--- src/rtl/floppy_switch_regs.sv ---
module floppy_switch_regs (
  input  logic       clk,
  input  logic       rst_n,
  input  logic       acc_rd,
  input  logic       acc_wr,
  input  logic [3:0] acc_idx,
  input  logic [7:0] wdata,
  output logic [7:0] rdata,
  output logic       illegal_o,
  output logic [7:0] latch_o
);
  localparam int SW_ENABLE = 4;
  localparam int SEL_LO    = 6;
  localparam int SEL_HI    = 7;

  logic [7:0] sw_q, sw_nx, mode_q, hs_q;
  logic [1:0] sel;
  logic       acc;

  assign acc = acc_rd | acc_wr;

  always_comb begin
    sw_nx = sw_q;
    if (acc) sw_nx[acc_idx[3:1]] = acc_idx[0];
  end

  assign sel = {sw_nx[SEL_HI], sw_nx[SEL_LO]};

  always_comb begin
    rdata = 8'hFF;
    if (acc_rd && !acc_idx[0]) begin
      case (sel)
        2'b01:   rdata = {2'b00, sw_nx[SW_ENABLE], 5'b0} | (mode_q & 8'h1F);
        2'b10:   rdata = hs_q | 8'h3F;
        default: rdata = 8'hFF;
      endcase
    end
  end

  assign illegal_o = acc_rd && !acc_idx[0] && (sel == 2'b11);
  assign latch_o   = sw_q;

  always_ff @(posedge clk) begin
    if (!rst_n) begin
      sw_q   <= '0;
      mode_q <= '0;
      hs_q   <= '0;
    end else begin
      sw_q <= sw_nx;
      if (acc_wr && sel == 2'b11) begin
        if (sw_nx[SW_ENABLE]) hs_q[7] <= 1'b0;
        else                  mode_q  <= wdata & 8'h1F;
      end
    end
  end
endmodule


--- config.mk ---
export PLATFORM = sky130hd
export DESIGN_NAME = floppy_switch_regs
export DESIGN_NICKNAME = d
export VERILOG_FILES = /design/src/rtl/floppy_switch_regs.sv
export SDC_FILE = /design/constraint.sdc
export NUM_CORES = 1
export LEC_CHECK = 0
export BUFFER_PORTS_ARGS = -buffer_cell sky130_fd_sc_hd__buf_2
export CORE_MARGIN = 2
export CORE_UTILIZATION = 45
export CTS_BUF_LIST = sky130_fd_sc_hd__clkbuf_8
export CTS_CLUSTER_DIAMETER = 200
export DETAILED_ROUTE_END_ITERATION = 8
export PLACE_DENSITY = 0.78
export SLEW_MARGIN = 20
export SYNTH_ARGS = -nofsm -noshare
export SYNTH_HDL_FRONTEND = slang
export SYNTH_SLANG_ARGS = --single-unit
export TNS_END_PERCENT = 30
--- constraint.sdc ---
create_clock -name clk -period 2.7 [get_ports clk]
set_input_delay 0.675 -clock clk [delete_from_list [all_inputs] [get_ports clk]]
set_output_delay 0.675 -clock clk [all_outputs]
set_load 0.01 [all_outputs]
==> flow_results.xml <==
<?xml version="1.0" encoding="UTF-8"?>
<metrics>
  <group name="yosys">
    <metric name="synth.net_count" unit="">97</metric>
    <metric name="synth_sequential_area_ratio" unit="%">38.10</metric>
    <metric name="syn-cell-area" unit="um2">683.2</metric>
    <metric name="synthCells" unit="">81</metric>
    <metric name="proportion_of_synthesized_flip_flops_having_asynchronous_set_or_reset" unit="%">0</metric>
    <metric name="synth_enable_flop_cells" unit="">0</metric>
    <metric name="synth.ff_latch_count" unit="">13</metric>
    <metric name="post_synthesis_mean_instance_area" unit="um2">8.434</metric>
    <metric name="yosys_warnings" unit="">0</metric>
    <metric name="yosys.cell_types.count" unit="">28</metric>
    <metric name="ys.flop_type" unit="">dfxtp_1</metric>
  </group>
  <group name="floorplan">
    <metric name="core_region_area" unit="um2">1471</metric>
    <metric name="dieArea" unit="um2">1846</metric>
    <metric name="floorplan.die.width" unit="um">42.97</metric>
    <metric name="initial_utilization" unit="%">46.43</metric>
    <metric name="die_height" unit="um">42.97</metric>
    <metric name="number_of_standard_cell_rows_in_the_floorplan" unit="">14</metric>
    <metric name="pin_count" unit="">33</metric>
  </group>
  <group name="timing">
    <metric name="timing.fmax" unit="MHz">375.0</metric>
    <metric name="final.setup.tns" unit="ns">0</metric>
    <metric name="timing.final.setup_violations" unit="">0</metric>
    <metric name="finalWorstPathRequiredPeriod" unit="ns">2.667</metric>
    <metric name="finalHoldViolations" unit="">0</metric>
    <metric name="slew_viol_final" unit="">0</metric>
    <metric name="slew_worst_pin" unit="ns">0.4818</metric>
    <metric name="timing.final.ws_setup" unit="ns">0.03303</metric>
    <metric name="worst_clock_skew" unit="ns">0.002428</metric>
    <metric name="layout_worst_path_cycle_share" unit="%">98.78</metric>
    <metric name="slew-limit-headroom" unit="%">67.54</metric>
    <metric name="rsz0062_at_grt" unit="">yes</metric>
  </group>
  <group name="cts">
    <metric name="clkSinkCount" unit="">13</metric>
    <metric name="path_clk_slew" unit="ns">0.05</metric>
    <metric name="cts_made_buffers" unit="">3</metric>
    <metric name="post-cts-setup-buffer-count" unit="">0</metric>
    <metric name="max-clock-path-buffers" unit="">2</metric>
    <metric name="tritoncts" unit="">yes</metric>
    <metric name="clock_tree.root_cell" unit="">clkbuf_8</metric>
    <metric name="htreeDepth" unit="">1</metric>
    <metric name="insertion_delay" unit="ns">0.24</metric>
  </group>
  <group name="final_layout">
    <metric name="mostFrequentLayoutCell" unit="">buf_2</metric>
    <metric name="post_layout_nonfiller_instances" unit="">133</metric>
    <metric name="finish.net_count" unit="">134</metric>
    <metric name="postLayoutCellArea" unit="um2">929.6</metric>
    <metric name="flow.area_growth_from_synthesis" unit="%">36.08</metric>
    <metric name="n_antenna_cell" unit="">0</metric>
    <metric name="top_library_cells_by_usage_in_the_layout_fill_and_taps_aside" unit="">29 x buf_2, 13 x dfxtp_1, 11 x nor2_1</metric>
    <metric name="drive_gt1_share" unit="%">41.88</metric>
  </group>
  <group name="setup_path">
    <metric name="type_of_element_capturing_the_critical_path" unit="">output port</metric>
    <metric name="most_common_cell_type_on_the_critical_path" unit="">buf_2</metric>
    <metric name="path_max_fanout" unit="">6</metric>
    <metric name="worstPathBufferInverterCount" unit="">2</metric>
    <metric name="critPathTopFamily" unit="">simple AND/OR/NAND/NOR gates</metric>
    <metric name="arrival" unit="ns">1.99</metric>
    <metric name="crit_path_top_delay_cell" unit="">or3b_4</metric>
    <metric name="cp-start-kind" unit="">primary input</metric>
    <metric name="critPathKind" unit="">in -&gt; out</metric>
    <metric name="crit_path_cell_trace" unit="">buf_2 -&gt; o211ai_1 -&gt; nor2_1 -&gt; or3b_4 -&gt; or2_2 -&gt; buf_2</metric>
    <metric name="crit_path_max_incr_delay" unit="ns">0.41</metric>
    <metric name="critical_path_required" unit="ns">2.03</metric>
  </group>
  <group name="routing">
    <metric name="route.final.wire_length" unit="mm">1.527</metric>
    <metric name="wl_per_cell" unit="um">11.48</metric>
    <metric name="detailedRoute.firstPassIterationCount" unit="">3</metric>
    <metric name="via_per_inst" unit="">5.271</metric>
    <metric name="detail-route-antenna-nets" unit="">0</metric>
    <metric name="drc_errors" unit="">0</metric>
    <metric name="dr_iter_0_viols" unit="">5</metric>
    <metric name="num_vias" unit="">701</metric>
  </group>
  <group name="pwr">
    <metric name="pwr_density_cell" unit="nW/um2">456.9</metric>
    <metric name="power_after_layout" unit="W">0.0004248</metric>
    <metric name="power.leakage" unit="nW">0.4219</metric>
    <metric name="peakVddDrop" unit="mV">0.2316</metric>
  </group>
  <group name="placed_design">
    <metric name="dp_worst_setup_slack" unit="ns">0.003845</metric>
    <metric name="gp_congestion" unit="">0.7574</metric>
    <metric name="estimated_wirelength_of_the_detail_placed_design" unit="mm">1.173</metric>
    <metric name="post_dp_cell_area" unit="um2">875.8</metric>
    <metric name="numPortBuffers" unit="">29</metric>
    <metric name="post-place-cells" unit="">129</metric>
  </group>
  <group name="job">
    <metric name="max_cap_violations" unit="">0</metric>
  </group>
  <group name="grt">
    <metric name="first_pass_grt_wire_length" unit="mm">2.691</metric>
    <metric name="number_of_global_route_vias_before_repair" unit="">636</metric>
    <metric name="initial_antenna_violation_count" unit="">0</metric>
    <metric name="global_route.usage.total" unit="%">19.39</metric>
    <metric name="overflow" unit="">0</metric>
    <metric name="maximum_number_of_pins_on_one_net_before_global_route_repair" unit="">13</metric>
  </group>
  <group name="run_status">
    <metric name="status" unit="">completed</metric>
  </group>
  <group name="min_path">
    <metric name="min_path_type" unit="">reg -&gt; reg</metric>
  </group>
</metrics>
-- per-stage QoR --
| step | util (%) | hold slack (ns) |
|---|---|---|
| floorplan | - | 0.4414 |
| finish | 63.18 | 0.4700 |
| detailed placement | 59.52 | 0.4612 |
| CTS | 62.76 | 0.4737 |
| global placement | 59.52 | 0.4534 |
| global route | 63.18 | 0.4965 |
-- layer usage --
layer	global-route usage [%]	up-vias	share of wire, %	wire length [um]
met3	6.383	5	5.4	83
li1	-	365	-	-
met2	30.00	16	44	676
met1	25.00	315	49	743
met4	7.273	0	1.5	23
met5	0	-	0	0
-- worst register-to-register path: cells and delay by family, from the launching register on --
| family | cells | cell delay (ns) |
|---|---|---|
| DFF | 1 | 0.34 |
| AOI/OAI and AO/OA | 2 | 0.47 |
| muxes | 1 | 0.27 |
| and+or+nand+nor | 1 | 0.20 |
-- synthesized netlist by cell type, drive strengths merged, types with 2 or more instances --
cell type  instances  share of area (%)
or3b               2                2.6
nand2              7                3.8
o211a              2                2.9
o21ai              5                3.7
nor3               4                2.9
a22o               5                6.4
or2                5                4.6
mux2i              3                4.4
nor2              11                6.0
a21oi              4                2.9
buf                3                2.6
nand2b             3                2.7
dfxtp             13                 38
-- where the power goes --
| part | switching [W] | internal, W |
|---|---|---|
| registers | 0.00000247 | 0.000196 |
| clock network | 0.0000674 | 0.000100 |
| logic | 0.0000316 | 0.0000273 |
-- path summary, 6_finish.rpt --
path,from,to,slack (ns),cells after the start
worst max-delay path,acc_wr,rdata[3],0.03,6
worst min-delay path,mode_q[4]$_SDFFE_PN0P_,mode_q[4]$_SDFFE_PN0P_,0.47,1
worst min register to register,mode_q[4]$_SDFFE_PN0P_,mode_q[4]$_SDFFE_PN0P_,0.47,1
worst max register to register,latch_o[6]$_SDFF_PN0_,mode_q[0]$_SDFFE_PN0P_,1.31,4
-- kinds of logic (layout without fill, tap and decap cells) --
kind of cell	count (synthesis)	count (layout)	synth area share (%)
and+or+nand+nor	38	38	29.49
AOI/OAI and AO/OA	21	21	22.71
DFF	13	13	38.10
buffers and inverters	5	41	3.662
muxes	4	4	6.044
-- timing repair --
action,4_1_cts,5_1_grt
hold buffers,0,0
endpoints found under the hold margin,0,0
cloned,0,0
gates resized for setup,1,3
setup endpoints to repair,1,6
-- cell type report --
class                           count  area, um2
Clock buffer                        3      41.29
Clock inverter                      1      3.754
Fill cell                         149      541.8
Inverter                            2      7.507
Multi-Input combinational cell     63      406.6
Sequential cell                    13      260.3
Tap cell                           16      20.02
Timing Repair Buffer               35      190.2
Power figures use the tool's default switching activity.
